`src/rtl/cpwm_pkg.sv`:
```
package cpwm_pkg;
  localparam int unsigned CNT_W_DEF = 8;
  localparam int unsigned DB_W_DEF  = 7;
  localparam int unsigned N_LANES   = 2;
  typedef enum logic {LANE_PRI = 1'b0, LANE_CMP = 1'b1} lane_e;
endpackage

```
`src/rtl/cpwm_period_timer.sv`:
```
module cpwm_period_timer #(
  parameter int unsigned CNT_W = 8
) (
  input  logic             clk,
  input  logic             rst_n,
  input  logic             enable,
  input  logic             tick,
  input  logic [CNT_W-1:0] period,
  input  logic [CNT_W-1:0] duty,
  output logic             raw_nxt,
  output logic             restart
);
  logic             run_q;
  logic [CNT_W-1:0] tmr_q, tmr_d;
  logic [CNT_W-1:0] duty_q, duty_d;
  logic             at_bnd;

  // next-state: a boundary is either the first tick after enable or a wrap
  always_comb begin
    at_bnd = !run_q || (tmr_q == period);
    tmr_d  = at_bnd ? '0 : tmr_q + 1'b1;
    duty_d = at_bnd ? duty : duty_q;
  end

  assign raw_nxt = (tmr_d < duty_d);
  assign restart = !run_q;

  always_ff @(posedge clk or negedge rst_n) begin
    if (!rst_n) begin
      run_q  <= 1'b0;
      tmr_q  <= '0;
      duty_q <= '0;
    end else if (!enable) begin
      run_q  <= 1'b0;
      tmr_q  <= '0;
      duty_q <= '0;
    end else if (tick) begin
      run_q  <= 1'b1;
      tmr_q  <= tmr_d;
      duty_q <= duty_d;
    end
  end
endmodule

```
`src/rtl/cpwm_db_gate.sv`:
```
module cpwm_db_gate #(
  parameter int unsigned DB_W = 7
) (
  input  logic            clk,
  input  logic            rst_n,
  input  logic            enable,
  input  logic            tick,
  input  logic            raw_in,
  input  logic            restart,
  input  logic [DB_W-1:0] deadband,
  output logic            drive
);
  logic            raw_q;
  logic [DB_W-1:0] cnt_q, cnt_d;
  logic            drv_q, drv_d;

  // next-state: run length of the undelayed level, saturating
  always_comb begin
    if (raw_in && raw_q && !restart)
      cnt_d = (cnt_q == {DB_W{1'b1}}) ? cnt_q : cnt_q + 1'b1;
    else
      cnt_d = '0;
    drv_d = raw_in && (cnt_d >= deadband);
  end

  always_ff @(posedge clk or negedge rst_n) begin
    if (!rst_n) begin
      raw_q <= 1'b0;
      cnt_q <= '0;
      drv_q <= 1'b0;
    end else if (!enable) begin
      raw_q <= 1'b0;
      cnt_q <= '0;
      drv_q <= 1'b0;
    end else if (tick) begin
      raw_q <= raw_in;
      cnt_q <= cnt_d;
      drv_q <= drv_d;
    end
  end

  assign drive = drv_q;
endmodule

```
`src/rtl/cpwm_deadband.sv`:
```
module cpwm_deadband
  import cpwm_pkg::*;
#(
  parameter int unsigned CNT_W = CNT_W_DEF,
  parameter int unsigned DB_W  = DB_W_DEF
) (
  input  logic             clk,
  input  logic             rst_n,
  input  logic             tick_en,
  input  logic             enable,
  input  logic [CNT_W-1:0] period,
  input  logic [CNT_W-1:0] duty,
  input  logic [DB_W-1:0]  deadband,
  output logic             out_pri,
  output logic             out_cmp
);
  logic [1:0]         rst_sync_q;
  logic               rst_ok;
  logic               raw_nxt;
  logic               restart;
  logic [N_LANES-1:0] lane_drv;

  // asynchronous assert, synchronous release
  always_ff @(posedge clk or negedge rst_n) begin
    if (!rst_n) rst_sync_q <= 2'b00;
    else        rst_sync_q <= {rst_sync_q[0], 1'b1};
  end
  assign rst_ok = rst_sync_q[1];

  cpwm_period_timer #(.CNT_W(CNT_W)) u_timer (
    .clk     (clk),
    .rst_n   (rst_ok),
    .enable  (enable),
    .tick    (tick_en),
    .period  (period),
    .duty    (duty),
    .raw_nxt (raw_nxt),
    .restart (restart)
  );

  for (genvar i = 0; i < N_LANES; i++) begin : g_lane
    localparam logic INV = (i == int'(LANE_CMP));
    cpwm_db_gate #(.DB_W(DB_W)) u_gate (
      .clk      (clk),
      .rst_n    (rst_ok),
      .enable   (enable),
      .tick     (tick_en),
      .raw_in   (raw_nxt ^ INV),
      .restart  (restart),
      .deadband (deadband),
      .drive    (lane_drv[i])
    );
  end

  assign out_pri = lane_drv[LANE_PRI];
  assign out_cmp = lane_drv[LANE_CMP];
endmodule

```
`config.mk`:
```
export PLATFORM = sky130hd
export DESIGN_NAME = cpwm_deadband
export DESIGN_NICKNAME = d
export VERILOG_FILES = /design/src/rtl/cpwm_pkg.sv /design/src/rtl/cpwm_period_timer.sv /design/src/rtl/cpwm_db_gate.sv /design/src/rtl/cpwm_deadband.sv
export SDC_FILE = /design/constraint.sdc
export NUM_CORES = 1
export LEC_CHECK = 0
export BUFFER_PORTS_ARGS = -buffer_cell sky130_fd_sc_hd__buf_4
export CAP_MARGIN = 25
export CORE_ASPECT_RATIO = 0.5
export CORE_MARGIN = 2
export CORE_UTILIZATION = 45
export CTS_CLUSTER_SIZE = 14
export DETAILED_ROUTE_END_ITERATION = 10
export PLACE_DENSITY_LB_ADDON = 0.3
export SLEW_MARGIN = 30
export SYNTH_ARGS = -nofsm -noshare
export SYNTH_HDL_FRONTEND = slang
export SYNTH_SLANG_ARGS = --single-unit
export TNS_END_PERCENT = 10
```
`constraint.sdc`:
```
create_clock -name clk -period 1.45 [get_ports clk]
set_clock_uncertainty 0.05 [all_clocks]
set_input_delay 0.2175 -clock clk [delete_from_list [all_inputs] [get_ports clk]]
set_output_delay 0.2175 -clock clk [all_outputs]
set_load 0.01 [all_outputs]
```
* Word level (Yosys, flattened, before mapping)
Index checks and enable logic that the tools add are counted.
** Operators by class
- Add/subtract/negate cells :: 3
- $mul :: 0
- Divide/modulo/power cells :: 0
- Magnitude comparators :: 3
- Eq/ne operators :: 4
- Shift operators :: 0
- Mux-type cells :: 24
- Bitwise operators :: 1
- Reduce and logical (&&, ||, !) cells :: 8
** Operator list (count)
- 7-bit 2-to-1 mux :: 8
- 8-bit 2-to-1 mux :: 6
- 7-bit by 1-bit adder with 7-bit output, second input constant :: 2
- 7-bit equality test, second input constant :: 2
- 7-bit >= comparator :: 2
- 1-bit 2-to-1 mux :: 10
- 8-bit by 1-bit adder with 8-bit output, second input constant :: 1
- 8-bit equality test :: 1
- 8-bit less-than comparator :: 1
- 1-bit logical AND :: 6
- 2-bit != test, second input constant :: 1
- 1-bit logical NOT :: 1
- 1-bit logical OR :: 1
- 1-bit NOT :: 1
** Storage, ports and cells
- Bits in registers :: 37
- Bits in latches :: 0
- RAM bits :: 0
- ROM bits :: 0
- Input bits :: 27
- Output and inout port bits :: 2
- Word-level logic and storage cells :: 53
- Memories kept :: 0

* Depth between registers and ports, before layout
- Depth after elaboration :: 12
- Mapped depth :: 22

* By module
A second synthesis with hierarchy kept.
** Second synthesis, totals
- Cells, all modules :: 340
- Area total of the unflattened synthesis :: 3040.4 um^2
** Modules (own cells, without submodules)
- cpwm_db_gate :: times used 2, cells an instance 93, area each 782.0 um^2, sequential area each 225.2 um^2
- cpwm_period_timer :: times used 1, cells an instance 150, area each 1418.9 um^2, sequential area each 425.4 um^2
- cpwm_deadband :: times used 1, cells an instance 4, area each 57.6 um^2, sequential area each 50.0 um^2

* Least setup slack after synthesis
No wires, ideal clock.
- Kind :: register -> register
- Start point :: register u_timer.tmr_q[3]
- End point :: register g_lane[1].u_gate.drv_q
- Library setup time :: 121 ps
- Data arrival time :: 4141 ps
- Data required time :: 1279 ps
- Setup slack :: -2862 ps
- Cell stages (with the launch flop) :: 23
- Path buffers :: 3
- Period minus slack after synthesis :: 4312 ps
- Cell sequence :: dfrtp_1 -> xor2_1 -> nor4_2 -> a21bo_1 -> buf_6 -> buf_2 -> mux2i_1 -> ha_1 -> nand4_1 -> nor2_1 -> a211oi_1 -> nand2_1 -> o211ai_1 -> buf_2 -> a21o_1 -> ha_1 -> nand2b_1 -> a21o_1 -> a21o_1 -> a21o_1 -> a21oi_1 -> o21ai_0 -> a22o_1
** Between the ends
- Cells in the longest elaborated chain, start to end :: 12
- Elaborated cells on any way between the ends :: 14
** Ends and longest elaborated chain
- from (decl) :: line cpwm_period_timer.sv:14 : logic [CNT_W-1:0] tmr_q, tmr_d;
- from (signal assigned) :: line cpwm_period_timer.sv:39 : tmr_q <= tmr_d;
- parallel branches: the longest is 3 deep, another holds 8-bit by 1-bit adder with 8-bit output
- 8-bit less-than comparator * :: line cpwm_period_timer.sv:25 : assign raw_nxt = (tmr_d < duty_d);
- 1-bit NOT (no line) *
- 1-bit logical AND (2 in a row) :: line cpwm_db_gate.sv:19 : if (raw_in && raw_q && !restart)
- 7-bit 2-to-1 mux :: line cpwm_db_gate.sv:19
- 7-bit >= comparator :: line cpwm_db_gate.sv:23 : drv_d = raw_in && (cnt_d >= deadband);
- 1-bit logical AND * :: line cpwm_db_gate.sv:23
- 1-bit 2-to-1 mux * :: line cpwm_db_gate.sv:35 : end else if (tick) begin
- 1-bit 2-to-1 mux * :: line cpwm_db_gate.sv:31 : end else if (!enable) begin
- to (signal assigned) :: line cpwm_db_gate.sv:38 : drv_q <= drv_d;
- to (decl) :: line cpwm_db_gate.sv:15 : logic drv_q, drv_d;
Every way passes the cells marked *. The select of a mux whose other input is x is not followed.
A chain may end at the register's enable or synchronous reset.

* Final worst setup path
- Start point :: register u_timer.tmr_q[4]
- End point :: register g_lane[1].u_gate.drv_q
Same word-level chain as after synthesis.

==> impl_metrics.yaml <==
synthesis:
  synth.avg_cell_area_sq_um: 9.18
  synth_cell_types: 42
  ys_seq_area_share_pct: 34.1
  synth-async-reset-ratio_pct: 100
  netlist_instances: 296
  yosysTopAreaCell: "dfrtp_1"
  synth-main-ff-cell: "dfrtp_1"
  ys_ff_latch: 37
  synth_edf_count: 0
  ys_warn_count: 0
  synth_top_cell_area_share_pct: 34.1
  synth_area_sq_mm: 0.00272
  synthTopCellsByArea: "dfrtp_1, ha_1, mux2i_1, a21oi_1, o211a_1"
  syn_nets: 347
clocking:
  cts_buffer_depth: 2
  cts_root_buf: "clkbuf_16"
  cts_tree: "done"
  clk-insertion-delay-late_ns: 0.28
  clk_pin_slew_worst_paths_ns: 0.06
  cts_sinks: 37
  cts_inserted_buffers: 5
  h-tree-depth: 2
timing:
  fmax_mhz: 237
  period_needed_ns: 4.21
  drv_slew: 0
  timing.final.hold_violations: 0
  layout_setup_ws_ns: -2.76
  rsz0062_at_grt: "yes"
  setup_violations: 34
  period_share_pct: 290
placement:
  portBuffers: 28
  gp_congestion: 0.854
  dpl.hpwl_microns: 5230
  post-place-cells: 460
layout:
  num_antenna_cells: 0
  final_nets: 458
  layout_common_cells: "buf_4, dfrtp_1, nand2_1, ha_1, nor2_1"
  drive_above_1_share_pct: 42.3
  area_growth_pct: 52.7
  layout_commonest_cell: "buf_4"
  utilization_pct: 73.3
  fin_cells: 480
power:
  vdd_drop_max_v: 0.000461
  leakagePower_nw: 2.13
  p_per_area_mw_per_mm2: 641
worst_setup_path:
  r2r-start: "u_timer.tmr_q[4]"
  worstPathCellList: "xor2_1, nor4_2, buf_4, a21bo_4, buf_12, buf_8, nor2_4, ha_4, nand4_1, nor2_2, nand2_2, a211oi_4, o211ai_1, buf_4, a21o_1, ha_1, nand2b_4, a21o_1, a21o_1, a21o_1, a21oi_2, o21ai_1, a22o_1"
  r2r-end: "g_lane[1].u_gate.drive"
  startpoint_type: "flop"
  cp.arrival_ns: 4.33
  critPathRequiredTime_ns: 1.57
  worstSetupPathType: "reg2reg"
  reg2reg_depth: 23
  rrSetupSlack_ns: -2.76
  cp_common_cell: "a21o_1"
  crit_end: "g_lane[1].u_gate.drive"
  crit_path_max_fanout: 8
  critical_path.startpoint: "u_timer.tmr_q[4]"
  critPathCaptureType: "flop"
  slowest_delay_ns: 0.40
  slowest_stage: "dfrtp_1"
status:
  status: "finished with violations"
  violations: "negative setup slack"
grt:
  grt_max_degree: 36
  grt_util_met3_pct: 3.91
  grt_use_total_pct: 23.2
  grt_overflow: 0
  grt_pass1_wl_microns: 12100
  met1_usage_pct: 30.8
  grt_pass1_vias: 2557
  use_met2_pct: 39.9
  busiest_layer: "met2"
  antenna_found_initial: 0
run:
  drv_cap: 0
floorplan:
  num_rows: 19
  ioPinCount: 29
  die_x_microns: 114
  die_height_microns: 58.9
  core-area_sq_mm: 0.00566
  start_util_pct: 48.0
  die-area_sq_mm: 0.00671
hold_path:
  hold_path_class: "in2reg"
routing:
  vias: 2717
  wl_per_cell_microns: 16.9
  dr.pass1.iters: 5
  drt_iter0_markers: 163
  remaining_drc_errors: 0
  ant_nets: 0
  vias_per_cell: 5.66
  wirelength_microns: 8120
[cell type report]
cell class | instances | area (sq um)
flip-flops and latches | 37 | 926
fillers | 383 | 1510
well taps | 73 | 91.3
inverters | 7 | 26.3
clock buffers | 7 | 143
multi-input cells | 237 | 1990
repair buffers | 119 | 973
[power breakdown]
part	leakage [nW]	internal, W	total, W	switching, W
Clock	0.0700	0.000676	0.00109	0.000416
Combinational	1.56	0.000251	0.000489	0.000237
Sequential	0.501	0.00106	0.00108	0.0000217
Total	2.13	0.00199	0.00266	0.000674
[per-stage QoR]
step | instance area, sq um | TNS, ns | hold WS (ns) | power (W) | worst slack [ns]
2_1_floorplan | 2740 | -35.01 | -0.128 | 0.00130 | -2.67
3_3_place_gp | 3550 | -40.13 | -0.0498 | 0.00145 | -2.70
3_5_place_dp | 3550 | -43.05 | -0.0488 | 0.00146 | -2.84
4_1_cts | 3920 | -42.45 | 0.118 | 0.00259 | -2.76
5_1_grt | 4150 | -46.92 | 0.135 | 0.00276 | -2.94
6_report | 4150 | -43.16 | 0.126 | 0.00266 | -2.76
[Yosys cell counts (6+ instances only)]
library cell and n:
a21o_1 13, a21oi_1 22, and3_1 7, clkbuf_1 9
dfrtp_1 37, ha_1 24, inv_1 7, mux2i_1 13
nand2_1 28, nand3_1 11, nor2_1 22, nor2b_1 15
o211a_1 11, o21a_1 8, o21ai_0 6, xnor2_1 6
xor2_1 12
[worst max-delay path, delay by kind of cell, from the launching register on]
family / cells / cell delay (ns)
compound gates: 10 / 1.45
simple gates: 6 / 0.88
buf+inv: 4 / 0.63
fa+ha+maj: 2 / 0.55
flops: 1 / 0.40
xor+xnor: 1 / 0.16
[state kept, by name, indices dropped and copies added (netlist names)]
| register | cells |
|---|---|
| g_lane.u_gate.raw_q | 2 |
| g_lane.u_gate.cnt_q | 14 |
| g_lane.u_gate.drive | 2 |
| u_timer.duty_q | 8 |
| rst_sync_q | 2 |
| u_timer.run_q | 1 |
| u_timer.tmr_q | 8 |
[logic make-up after synthesis]
group	after synthesis	share of synthesized area [%]
AO/OA/AOI/OAI	76	20.6
buffers and inverters	22	3.69
other	1	0.138
XOR/XNOR	18	5.80
AND/OR/NAND/NOR	105	19.8
multiplexers	13	4.79
flip-flops	37	34.1
adder cells (fa/ha/maj)	24	11.1
[routing by layer]
metal  wire [microns]  up-vias  share of wire, %
li1                 -     1266                 -
met1             3600     1325                44
met2             3850      103                47
met3              453       23               5.6
met4              223        0               2.7
met5                0        -                 0
[what timing repair did]
item	in CTS	in global routing
hold endpoints to repair	2	0
gates resized for setup	35	35
hold buffers	1	0
setup endpoints to repair	34	34
pin swaps	22	19
setup buffers	8	5
[how the worst min path moves through the flow]
stage,startpoint,endpoint,slack [ns],depth (start not counted)
2_1_floorplan,rst_n,rst_sync_q[0],-0.13,0
3_3_place_gp,rst_n,rst_sync_q[0],-0.05,1
3_5_place_dp,rst_n,rst_sync_q[0],-0.05,1
4_1_cts,tick_en,g_lane[1].u_gate.raw_q,0.12,2
5_1_grt,tick_en,g_lane[1].u_gate.raw_q,0.14,2
6_report,tick_en,g_lane[1].u_gate.raw_q,0.13,2
No activity file was read; power rests on OpenSTA's default activity.
